$ cat src/rtl/edge_stamper.sv
module edge_stamper #(
  parameter int CW = 32,
  parameter int FW = 12,
  parameter int IW = 32,
  parameter int PD = 4,
  parameter int OD = 4
)(
  input  logic             clk,
  input  logic             rst,
  input  logic             start,
  input  logic [IW-1:0]    sel_first,
  input  logic [IW-1:0]    sel_stride,
  input  logic [IW-1:0]    sel_count,
  input  logic             evt,
  output logic             fine_req,
  input  logic             fine_valid,
  input  logic [FW-1:0]    fine_data,
  output logic             fine_ready,
  output logic             rec_valid,
  input  logic             rec_ready,
  output logic [IW-1:0]    rec_index,
  output logic [CW+FW-1:0] rec_stamp,
  output logic             ovf
);
  localparam int PW = $clog2(PD);
  localparam int OW = $clog2(OD);
  localparam int SW = CW + FW;

  logic [CW-1:0] per_cnt;
  logic [IW-1:0] ev_cnt, next_sel, left;

  logic [IW-1:0] p_idx [PD];
  logic [CW-1:0] p_crs [PD];
  logic [PW-1:0] p_wp, p_rp;
  logic [PW:0]   p_n;

  logic [IW-1:0] o_idx   [OD];
  logic [SW-1:0] o_stamp [OD];
  logic [OW-1:0] o_wp, o_rp;
  logic [OW:0]   o_n;

  logic [IW-1:0] step;
  logic [SW-1:0] stamp_new;
  logic sel_hit, accept, take, pop_o, p_full, o_full;

  assign step       = (sel_stride == '0) ? IW'(1) : sel_stride;
  assign p_full     = (p_n == (PW+1)'(PD));
  assign o_full     = (o_n == (OW+1)'(OD));
  assign sel_hit    = evt && (left != '0) && (ev_cnt == next_sel);
  assign accept     = sel_hit && !p_full && !o_full;
  assign fine_ready = (p_n != '0) && !o_full;
  assign take       = fine_valid && fine_ready;
  assign rec_valid  = (o_n != '0);
  assign pop_o      = rec_valid && rec_ready;
  assign rec_index  = o_idx[o_rp];
  assign rec_stamp  = o_stamp[o_rp];
  assign stamp_new  = {p_crs[p_rp], {FW{1'b0}}} - {{CW{1'b0}}, fine_data};

  always_ff @(posedge clk) begin
    if (rst || start) begin
      per_cnt  <= '0;
      ev_cnt   <= '0;
      next_sel <= rst ? '0 : sel_first;
      left     <= rst ? '0 : sel_count;
      p_wp     <= '0;
      p_rp     <= '0;
      p_n      <= '0;
      o_wp     <= '0;
      o_rp     <= '0;
      o_n      <= '0;
      ovf      <= 1'b0;
      fine_req <= 1'b0;
    end else begin
      per_cnt  <= per_cnt + 1'b1;
      fine_req <= accept;
      if (evt) ev_cnt <= ev_cnt + 1'b1;
      if (sel_hit) begin
        next_sel <= next_sel + step;
        left     <= left - 1'b1;
        if (!accept) ovf <= 1'b1;
      end
      if (accept) begin
        p_idx[p_wp] <= ev_cnt;
        p_crs[p_wp] <= per_cnt + 1'b1;
        p_wp        <= p_wp + 1'b1;
      end
      if (take) begin
        o_idx[o_wp]   <= p_idx[p_rp];
        o_stamp[o_wp] <= stamp_new;
        o_wp          <= o_wp + 1'b1;
        p_rp          <= p_rp + 1'b1;
      end
      if (pop_o) o_rp <= o_rp + 1'b1;
      p_n <= p_n + (PW+1)'(accept) - (PW+1)'(take);
      o_n <= o_n + (OW+1)'(take) - (OW+1)'(pop_o);
    end
  end
endmodule

$ cat config.mk
export PLATFORM = sky130hd
export DESIGN_NAME = edge_stamper
export DESIGN_NICKNAME = d
export VERILOG_FILES = /design/src/rtl/edge_stamper.sv
export SDC_FILE = /design/constraint.sdc
export NUM_CORES = 1
export LEC_CHECK = 0
export ABC_AREA = 1
export BUFFER_PORTS_ARGS = -buffer_cell sky130_fd_sc_hd__buf_4
export CAP_MARGIN = 5
export CORE_ASPECT_RATIO = 1.4
export CORE_MARGIN = 1
export CORE_UTILIZATION = 58
export DETAILED_ROUTE_END_ITERATION = 8
export MAX_ROUTING_LAYER = met4
export PLACE_DENSITY = 0.77
export SLEW_MARGIN = 20
export SYNTH_ARGS = -nofsm -noshare
export SYNTH_HDL_FRONTEND = slang
export SYNTH_SLANG_ARGS = --single-unit
$ cat constraint.sdc
create_clock -name clk -period 10.7 [get_ports clk]
set_input_delay 2.14 -clock clk [delete_from_list [all_inputs] [get_ports clk]]
set_output_delay 2.14 -clock clk [all_outputs]
set_load 0.01 [all_outputs]
Word level (Yosys, flattened, before mapping):

Memories as Yosys holds them, arrays and structs flattened. A register that Yosys moved wholly into a read port is not among the register bits.
Index checks and enable logic that the tools add are counted.

* register bits: 144
* bits in writable memories: 560
* bits of input ports: 114
* output and inout port bits: 80
* logic and storage cells: 70
* memories: 4

* add/subtract/negate cells: 13
* equality and inequality tests: 3
* mux-type cells: 21
* bitwise logic cells: 1
* reductions and logical operators: 16

Memory list
* o_stamp: words 4, width 44, read ports 1, clocked after Yosys merged registers in 1, write ports 1, line 38 `logic [SW-1:0] o_stamp [OD];`
* o_idx: words 4, width 32, read ports 1, clocked after Yosys merged registers in 1, write ports 1, line 37 `logic [IW-1:0] o_idx [OD];`
* p_crs: words 4, width 32, read ports 1, clocked after Yosys merged registers in 1, write ports 1, line 33 `logic [CW-1:0] p_crs [PD];`
* p_idx: words 4, width 32, read ports 1, clocked after Yosys merged registers in 1, write ports 1, line 32 `logic [IW-1:0] p_idx [PD];`

Operators by type and width (number)
* 32-bit 2-to-1 mux: 7
* 32-bit by 1-bit adder with 32-bit output, second input constant: 2
* 44-bit by 12-bit subtractor with 44-bit output: 1
* 32-bit adder: 1
* 32-bit equality test: 1
* 32-bit logical NOT: 1
* 32-bit nonzero test: 1
* 32-bit by 1-bit subtractor with 32-bit output, second input constant: 1
* 2-bit 2-to-1 mux: 8
* 2-bit by 1-bit adder with 2-bit output, second input constant: 4
* 1-bit logical AND: 7
* 3-bit by 1-bit adder with 3-bit output: 2
* 3-bit equality test, second input constant: 2
* 1-bit 2-to-1 mux: 6
* 3-bit nonzero test: 2
* 3-bit by 1-bit subtractor with 3-bit output: 2
* 1-bit logical NOT: 2
* 2-bit AND reduction: 1
* 2-bit nonzero test: 1
* 1-bit logical OR: 1
* 1-bit NOT: 1

Depth between registers and ports, before layout:

Gate-level depths: netlist of the first run.

* depth after elaboration: 8
* gate-level depth with buffers: 16
* mapped depth without buffers: 16

Least setup slack after synthesis of the first run:

Ideal clock, no wire load.

* path type: input to register
* start: input port evt
* end: memory p_crs[0][0], enable pin
* setup time: 0.578 ns
* arrival time: 7.810 ns
* data required time: 10.122 ns
* setup slack: 2.312 ns
* cell stages on the path: 9
* path buffers: 1
* cell sequence: buf_4 -> inv_2 -> a21oi_1 -> nand3_1 -> nor2_1 -> nand3_1 -> nor2_1 -> nand3_2 -> nor3b_1

* word-level cells in the longest chain between the ends: 7

RTL lines
* start: declaration: line 14 `input logic evt,`
* 1-bit logical AND (2 in series): line 49 `assign sel_hit = evt && (left != '0) && (ev_cnt == next_sel);`
* 1-bit logical AND (2 in series): line 50 `assign accept = sel_hit && !p_full && !o_full;`
* 1-bit 2-to-1 mux: line 82 `if (accept) begin`
* 1-bit 2-to-1 mux: line 60 `if (rst || start) begin`
* 1-bit 2-to-1 mux (not written as such): line 84 `p_crs[p_wp] <= per_cnt + 1'b1;`
* end: declaration: line 33

Every way passes these cells.

==> impl_metrics.tcl, run 1 <==
set metrics [dict create \
    pwr-share-seq 0.534 \
    fmax_ghz 0.185 \
    cp_slowest_stage_delay_ps 780 \
    die_y_microns 281 \
    clk_path_buf_depth 3 \
    power.leakage_uw 0.0134 \
    dp_hpwl_mm 51.4 \
    clk_pin_slew_worst_paths_ps 70 \
    cts.sinks 708 \
    switchingPower_uw 1250 \
    wirelength_mm 77.9 \
    drc 0 \
    ys.flop_type "edfxtp_1" \
    cp_slowest_cell "buf_4" \
    cts_setup_buffers 0 \
    wl_per_cell_microns 19.0 \
    status "finished, final reports clean" \
    max-cap-violations 0 \
    nets 3499 \
    cts_resized 0 \
    num_antenna_cells 0 \
    p_sw_frac 0.219 \
    clock_skew_ps 25.9 \
    core_region_area_sq_um 54600 \
    syn2layout_area_growth_pct 13.0 \
    cp.arrival_ps 3280 \
    cts_buffers 66 \
    crit_path_end_kind "output port" \
    grtUsageTotal 0.285 \
    relSlewSlack 0.357 \
    internal_power_uw 4450 \
    setup.worst_path.class "reg -> out" \
    min_period_ps 5420 \
    crit_fanout 86 \
    tightestPinTransition_ps 965 \
    drt_iter0_markers 1768 \
    r2r_slack_ps 6590 \
    hold_path_class "reg -> reg" \
    ir_drop_mv 0.127 \
    tns_ps 0 \
    yosysWarnings 0 \
    numPortBuffers 193 \
    postSynthAreaPerCell_sq_um 10.1 \
    gp_congestion 1.03 \
    synthArstFlopShare 0 \
    vias 23700 \
    post_dp_cell_area_sq_um 34300 \
    period_share 0.506 \
    reg2reg_depth 13 \
    crit_chain "inv_4 -> buf_4 -> o21ai_0 -> o22ai_1 -> buf_4" \
    drive_above_1_share 0.111 \
    grt_pass1_vias 23400 \
    num_rows 101 \
    maxSlewViolCount 0 \
    syn-num-nets 3358 \
    hold_violations 0 \
    cts_hold_buf 0 \
    min_path_cells 2 \
    p_clk_frac 0.405 \
    htreeDepth 3 \
    root_buffer "clkbuf_16" \
    grt_antenna_before_repair 0 \
    start_util 0.590 \
    yosysSeqAreaShare 0.634 \
    synth-seq-cells 708 \
    drt-pass1-iter-count 6 \
    syn_inst 3194 \
    cts_tree "done" \
    grt_max_degree 87 \
    netlist_area_sq_um 32200 \
    setup_violations 0 \
    crit_required_ps 8560 \
    die_area_sq_um 56500 \
    clk-insertion-delay-late_ps 610 \
    whs_endpoint "ovf" \
    synth_edf_count 624 \
    power_density_nw_per_um2 156 \
    die_w_microns 201 \
    postRouteAntennaNets 0 \
    p_comb_frac 0.061 \
    hold_start "ovf" \
    synth.distinct_cells 47 \
    rr_endpoint "o_stamp[3][30]" \
    avgViaCountPerCell 5.78 \
    cp-start-kind "flop" \
    pin_count 194 \
    grt_overflow 0 \
    final_util 0.667 \
    rsz0062_at_grt "no" \
    grt_pass1_wl_mm 122 \
    post-route-cell-area_sq_um 36400 \
    cpMostUsedCell "buf_4" \
]
-- worst max-delay path, delay by kind of cell (launching register included) --
kind	cells	cell delay, ps
compound gates	2	500
flops	1	560
buf+inv	3	1550
-- power by group through the flow --
stage          logic [uW]  clock network (uW)  registers [uW]
2_1_floorplan         226                   0            3080
3_3_place_gp          337                   0            3100
3_5_place_dp          340                   0            3100
4_1_cts               341                2340            3040
5_1_grt               384                2440            3040
6_report              347                2310            3040
-- cells by family (layout without fill, tap and decap cells) --
kind of cell             count (synthesis)  after routing  share of synthesized area
buffers and inverters                  390            583                     0.0478
XOR/XNOR                                68             68                     0.0185
flip-flops                             708            708                      0.634
AO/OA/AOI/OAI                          563            563                     0.0954
AND/OR/NAND/NOR                       1415           1415                      0.185
adder cells (fa/ha/maj)                 50             50                     0.0201
-- cell usage after synthesis (46+ instances only) --
| master | number | share of area |
|---|---|---|
| clkbuf_1 | 114 | 0.013 |
| nand3_1 | 138 | 0.021 |
| nand2_1 | 650 | 0.076 |
| dfxtp_1 | 84 | 0.052 |
| o21ai_0 | 308 | 0.048 |
| nor3_1 | 60 | 0.0093 |
| inv_1 | 239 | 0.028 |
| a21oi_1 | 105 | 0.016 |
| xor2_1 | 46 | 0.013 |
| edfxtp_1 | 624 | 0.58 |
| ha_1 | 47 | 0.018 |
| o22ai_1 | 108 | 0.021 |
| nor2_1 | 446 | 0.052 |
-- area by class of cell --
| type | instances | area, sq um |
|---|---|---|
| flip-flops and latches | 708 | 20400 |
| fillers | 4081 | 18200 |
| multi-input cells | 2096 | 10300 |
| clock buffers | 92 | 1900 |
| repair buffers | 216 | 1690 |
| inverters | 247 | 931 |
| well taps | 721 | 902 |
| clock inverters | 28 | 230 |
-- cells in the final DEF, fill, tap and decap left out, types with 10 or more instances in the layout --
master and instances:
nand3_1 138, xor2_1 46, nor2_1 440, inv_1 238
clkinv_1 11, a21oi_1 105, nand4_1 42, clkbuf_16 73
edfxtp_1 624, buf_4 212, a22o_1 14, nor2_4 11
nor2_2 10, or2_2 11, nor3_1 60, o22ai_1 108
clkbuf_1 19, xnor2_1 22, nor4_1 17, o21ai_0 308
ha_1 47, dfxtp_1 80, nand2_1 649
-- sequential cells by signal (all words and copies together), names as in the netlist, named ones only --
signal / cells
p_wp: 2
p_crs: 128
o_n: 3
ovf: 1
fine_req: 1
o_rp: 2
o_wp: 2
left: 32
ev_cnt: 32
p_n: 3
next_sel: 32
o_idx: 128
o_stamp: 176
p_rp: 2
per_cnt: 32
p_idx: 128
-- layer usage --
layer | GRT usage | up-vias | wire length, microns
met2 | 0.482 | 935 | 39500
met5 | - | - | 0
li1 | - | 11300 | -
met3 | 0.0344 | 196 | 5050
met1 | 0.349 | 11300 | 30700
met4 | 0.115 | 0 | 2700
-- stage by stage --
| stage | power [uW] | hold WS, ps | cells | setup WS [ps] |
|---|---|---|---|---|
| 4_1_cts | 5720 | 473 | 4108 | 5250 |
| 6_report | 5700 | 469 | 4108 | 5280 |
| 3_3_place_gp | 3440 | 449 | 3985 | 5530 |
| 3_5_place_dp | 3440 | 455 | 3988 | 5530 |
| 2_1_floorplan | 3310 | 436 | 3194 | 2310 |
| 5_1_grt | 5860 | 491 | 4108 | 5040 |
-- worst max-delay path by stage --
stage / start / endpoint / slack [ps] / depth (start not counted)
6_report: flop / rec_stamp[29] / 5280 / 5
5_1_grt: flop / rec_stamp[29] / 5040 / 5
4_1_cts: flop / rec_stamp[29] / 5250 / 5
3_5_place_dp: sel_stride[28] / next_sel[22] / 5530 / 17
3_3_place_gp: sel_stride[28] / next_sel[30] / 5530 / 17
2_1_floorplan: evt / p_crs[0][0] / 2310 / 9
Power figures use the tool's default switching activity.
==> run 2: changes to the inputs <==
- ABC_AREA: 1 -> 0
- clock period: 10.7 -> 5.6 ns (I/O delays scaled with it)
==> run 2 against run 1 <==
Compared with the run above:
- clock skew up 6.5 ps
- via count down 28%
- first-iteration DRC count down 33%
- wire length down 18%
- synthesized cell count down 40%
- utilization up 0.87 points
- power up 95%
- sequential share of layout area up 2.9 points
- clock-buffer cell count down 8
- flip-flop and latch count unchanged
- critical path depth up 3
- setup slack worse by 3800 ps
- critical path type is now reg -> reg
- critical endpoint is now p_idx[3][28]
- highest routed layer unchanged
==> impl_metrics.tcl, run 2 <==
set metrics [dict create \
    avgViaCountPerCell 6.08 \
    drt_iter0_markers 1184 \
    pwr-share-seq 0.523 \
    crit_fanout 37 \
    start_util 0.589 \
    pin_count 194 \
    grt_pass1_vias 17400 \
    min_path_cells 2 \
    netlist_area_sq_um 30200 \
    num_rows 98 \
    gp_congestion 0.937 \
    status "finished, final reports clean" \
    finalPower_uw 11100 \
    setup_violations 0 \
    synth_area_leaders "edfxtp_1, mux4_2, dfxtp_1" \
    drive_above_1_share 0.227 \
    relSlewSlack 0.330 \
    drc 0 \
    syn2layout_area_growth_pct 14.6 \
    p_sw_frac 0.219 \
    cts_setup_buffers 0 \
    hold_path_class "reg -> reg" \
    multi_input_area_sq_um 9300 \
    whs_endpoint "ovf" \
    ir_drop_mv 0.227 \
    hold_violations 0 \
    wirelength_mm 63.7 \
    rr_endpoint "p_idx[3][28]" \
    grtUsageTotal 0.255 \
    clk_path_buf_depth 3 \
    fmax_ghz 0.242 \
    dp_hpwl_mm 40.6 \
    core_region_area_sq_um 51300 \
    num_antenna_cells 0 \
    syn_inst 1919 \
    setup.worst_path.class "reg -> reg" \
    largest_reg_flops 176 \
    maxSlewViolCount 0 \
    yosysWarnings 0 \
    period_share 0.739 \
    rsz0062_at_grt "no" \
    hold_start "ovf" \
    clock_skew_ps 32.3 \
    power_density_nw_per_um2 321 \
    clk_pin_slew_worst_paths_ps 60 \
    cts_hold_buf 0 \
    r2r_start "ev_cnt[24]" \
    p_comb_frac 0.058 \
    htreeDepth 3 \
    ys.flop_type "edfxtp_1" \
    p_clk_frac 0.419 \
    crit_path_end_kind "flop" \
    largest_register "o_stamp" \
    yosysMostFrequentCell "edfxtp_1" \
    mostFrequentLayoutCell "edfxtp_1" \
    syn-num-nets 2083 \
    cp.arrival_ps 4430 \
    vias 17000 \
    tightestPinTransition_ps 1000 \
    nets 2258 \
    drt-pass1-iter-count 5 \
    wl_per_cell_microns 22.8 \
    grt_pass1_wl_mm 99.7 \
    root_buffer "clkbuf_16" \
    die_w_microns 195 \
    fill_cells 3324 \
    r2r_slack_ps 1460 \
    yosysSeqAreaShare 0.676 \
    die_area_sq_um 53000 \
    crit_required_ps 5900 \
    cts_tree "done" \
    cts.sinks 708 \
    ys_top_cells_by_count "edfxtp_1, nor2_1, mux4_2, xor2_1, nand2_1" \
    synth_area_leader_cell "edfxtp_1" \
    tns_ps 0 \
    internal_power_uw 8680 \
    synthArstFlopShare 0 \
    layout_common_cells "edfxtp_1, buf_4, nor2_1" \
    grt_antenna_before_repair 0 \
    numPortBuffers 193 \
    postSynthAreaPerCell_sq_um 15.7 \
    grt_max_degree 77 \
    regArea_sq_um 20400 \
    cp-start-kind "flop" \
    synth_edf_count 624 \
    min_period_ps 4140 \
    switchingPower_uw 2440 \
    clk-insertion-delay-late_ps 630 \
    cts_resized 0 \
    die_y_microns 272 \
    grt_overflow 0 \
    power.leakage_uw 0.0121 \
    synth-seq-cells 708 \
    reg2reg_depth 8 \
    max-cap-violations 0 \
    cts_buffers 66 \
    yosysTopAreaCellShare 0.620 \
    postRouteAntennaNets 0 \
    synth.distinct_cells 69 \
]
## run 2: worst max-delay path: stages (launching register included)
cell,delay [ps]
dfxtp_1,540
xor2_1,120
nor4_1,730
nand3_1,130
a2111oi_0,650
nand2b_1,270
nor2_1,310
and2_2,710
buf_12,320
## run 2: worst max-delay path by stage
stage                   endpoint      startpoint  depth (start not counted)  slack (ps)
floorplan            p_crs[0][0]             evt                          5        1510
global placement    next_sel[30]  sel_stride[25]                         13         940
detailed placement  next_sel[28]  sel_stride[28]                         13         810
CTS                 p_idx[2][27]      ev_cnt[24]                          8        1440
global route        next_sel[24]  sel_stride[28]                         13        1140
finish              p_idx[3][28]      ev_cnt[24]                          8        1460
## run 2: cells by family after synthesis
group                      count (synthesis)  share of synthesized area
muxes                                    153                      0.109
adders and majority gates                 50                     0.0215
xor gates and xnor gates                 182                     0.0530
DFF                                      708                      0.676
buffers and inverters                    133                     0.0176
AOI/OAI and AO/OA                        179                     0.0366
and+or+nand+nor                          514                     0.0865
## run 2: layer usage
metal,up-vias,track usage,share of wire
li1,7729,-,-
met1,8575,0.328,0.41
met2,616,0.416,0.51
met3,95,0.0421,0.061
met4,0,0.0792,0.022
met5,-,-,0
## run 2: per-stage QoR
step	setup slack (ps)	std cells	hold slack [ps]	utilization	area [sq um]
after floorplan	1510	1919	437	-	30200
after global placement	941	2676	455	0.631	32400
after detailed placement	812	2676	482	0.631	32400
after CTS	1440	2798	496	0.676	34600
after global routing	1140	2798	509	0.676	34600
final	1460	2798	487	0.676	34600
## run 2: cell type report
type / count / share of cell area
well taps: 650 / 0.0235
inverters: 28 / 0.00303
clock buffers: 84 / 0.0514
repair buffers: 212 / 0.0492
clock inverters: 38 / 0.0144
multi-input cells: 1078 / 0.269
flip-flops and latches: 708 / 0.590
## run 2: power by group through the flow
stage	sequential, uW	clock, uW	combinational [uW]
2_1_floorplan	5900	0	431
6_report	5820	4660	645
3_5_place_dp	5930	0	635
3_3_place_gp	5930	0	633
4_1_cts	5820	4730	639
5_1_grt	5820	4940	710
==> run 3: changes to the inputs <==
- ABC_AREA: 0 -> 1
- CORE_UTILIZATION: 58 -> 55
- PLACE_DENSITY: 0.77 -> 0.76
- clock period: 5.6 -> 3.8 ns (I/O delays scaled with it)
==> run 3 against run 2 <==
Compared with the run above:
- the run now ends with DRC left
- cell area up 6.2%
- largest cell class unchanged
- clock skew up 3.4 ps
- first-iteration DRC count up 53%
- highest routed layer unchanged
- final cell count up 48%
- critical path type is now reg -> out
- setup slack worse by 1100 ps
- sequential share of layout area down 3.5 points
- clock power up 47%
==> impl_metrics.tcl, run 3 (same netlist as run 1, synthesis figures left out) <==
set metrics [dict create \
    crit_required_ps 3040 \
    multi_input_area_sq_um 10400 \
    status "finished with violations" \
    hold_violations 0 \
    drc 13 \
    drt_iter0_markers 1815 \
    clk-insertion-delay-late_ps 620 \
    start_util 0.559 \
    cts.sinks 708 \
    grt_pass1_wl_mm 124 \
    min_period_ps 3460 \
    nets 3514 \
    largest_reg_flops 176 \
    die_area_sq_um 59600 \
    avgViaCountPerCell 5.80 \
    layout_common_cells "nand2_1, edfxtp_1, nor2_1" \
    drt-pass1-iter-count 8 \
    violations "DRC" \
    postRouteAntennaNets 0 \
    num_rows 104 \
    numPortBuffers 193 \
    die_y_microns 288 \
    grt_overflow 0 \
    power_density_nw_per_um2 447 \
    grtUsageTotal 0.280 \
    fin_hold_ws_ps 375 \
    grt_antenna_before_repair 0 \
    setup.worst_path.class "reg -> out" \
    mostFrequentLayoutCell "nand2_1" \
    rsz0062_at_grt "no" \
    cts_setup_buffers 0 \
    ir_drop_mv 0.303 \
    regArea_sq_um 20400 \
    wl_per_cell_microns 19.7 \
    cp-start-kind "flop" \
    num_antenna_cells 0 \
    vias 24000 \
    cts_hold_buf 0 \
    cts_resized 0 \
    cp.arrival_ps 2700 \
    maxSlewViolCount 0 \
    htreeDepth 3 \
    dp_hpwl_mm 55.4 \
    setup_violations 0 \
    syn2layout_area_growth_pct 14.2 \
    largest_register "o_stamp" \
    power.leakage_uw 0.0136 \
    hold_path_class "in -> reg" \
    pin_count 194 \
    gp_congestion 0.956 \
    tns_ps 0 \
    cts_tree "done" \
    crit_path_end_kind "output port" \
    fill_cells 4434 \
    relSlewSlack 0.449 \
    tightestPinTransition_ps 825 \
    core_region_area_sq_um 57600 \
    die_w_microns 207 \
    wirelength_mm 81.5 \
    crit_fanout 65 \
    cts_buffers 68 \
    period_share 0.910 \
    clk_pin_slew_worst_paths_ps 60 \
    fmax_ghz 0.289 \
    grt_max_degree 113 \
    drive_above_1_share 0.118 \
    root_buffer "clkbuf_16" \
    clock_skew_ps 35.7 \
    max-cap-violations 0 \
    grt_pass1_vias 23300 \
    clk_path_buf_depth 3 \
]
==> run 3: cell types whose count changed in the layout (fill, tap and decap cells not counted), sizes merged, moves of 48 or more <==
cell / before / now
xor2: 112 / 46
xnor2: 70 / 22
o21ai: 34 / 309
inv: 36 / 252
mux4: 140 / 0
nor2: 151 / 461
o22ai: 2 / 108
nand2: 100 / 657
nand3: 39 / 143
==> run 3: power breakdown <==
group	total (uW)	internal [uW]	switching, uW
Sequential	8570	8460	106
Combinational	1010	362	649
Clock	6870	4020	2850
==> run 3: metal layers <==
layer	vias up	track usage	wire length (microns)
met3	168	0.0415	5440
met1	11500	0.336	31600
met5	-	-	0
met4	0	0.0963	2480
li1	11400	-	-
met2	963	0.480	41900
==> run 3: through the flow <==
step,instances,cell area [sq um],setup WS [ps],utilization,total power (uW)
2_1_floorplan,3194,32300,-95.3,-,9320
3_3_place_gp,4022,34500,227,0.599,9720
3_5_place_dp,4022,34500,261,0.599,9730
4_1_cts,4144,36800,323,0.638,16500
5_1_grt,4144,36800,256,0.638,16900
6_report,4144,36800,341,0.638,16500
==> run 3: critical path: stages, from the launching register on <==
cell and delay [ps]:
dfxtp_4 490, inv_4 530, buf_4 340, o21ai_0 100
o22ai_1 390, buf_4 210
==> run 3: layout make-up <==
cell class	instances	area share
repair buffers	229	0.0501
inverters	247	0.0254
well taps	742	0.0252
clock inverters	38	0.0118
clock buffers	84	0.0501
multi-input cells	2096	0.282
flip-flops and latches	708	0.555
==> run 3: path summary, 6_finish.rpt <==
| check | from | to | depth (start not counted) | slack [ps] |
|---|---|---|---|---|
| min | fine_data[0] | o_stamp[2][0] | 1 | 380 |
| max reg2reg | left[0] | p_n[2] | 14 | 550 |
| max | flop | rec_stamp[31] | 5 | 340 |
| min reg2reg | o_rp[1] | flop | 2 | 480 |
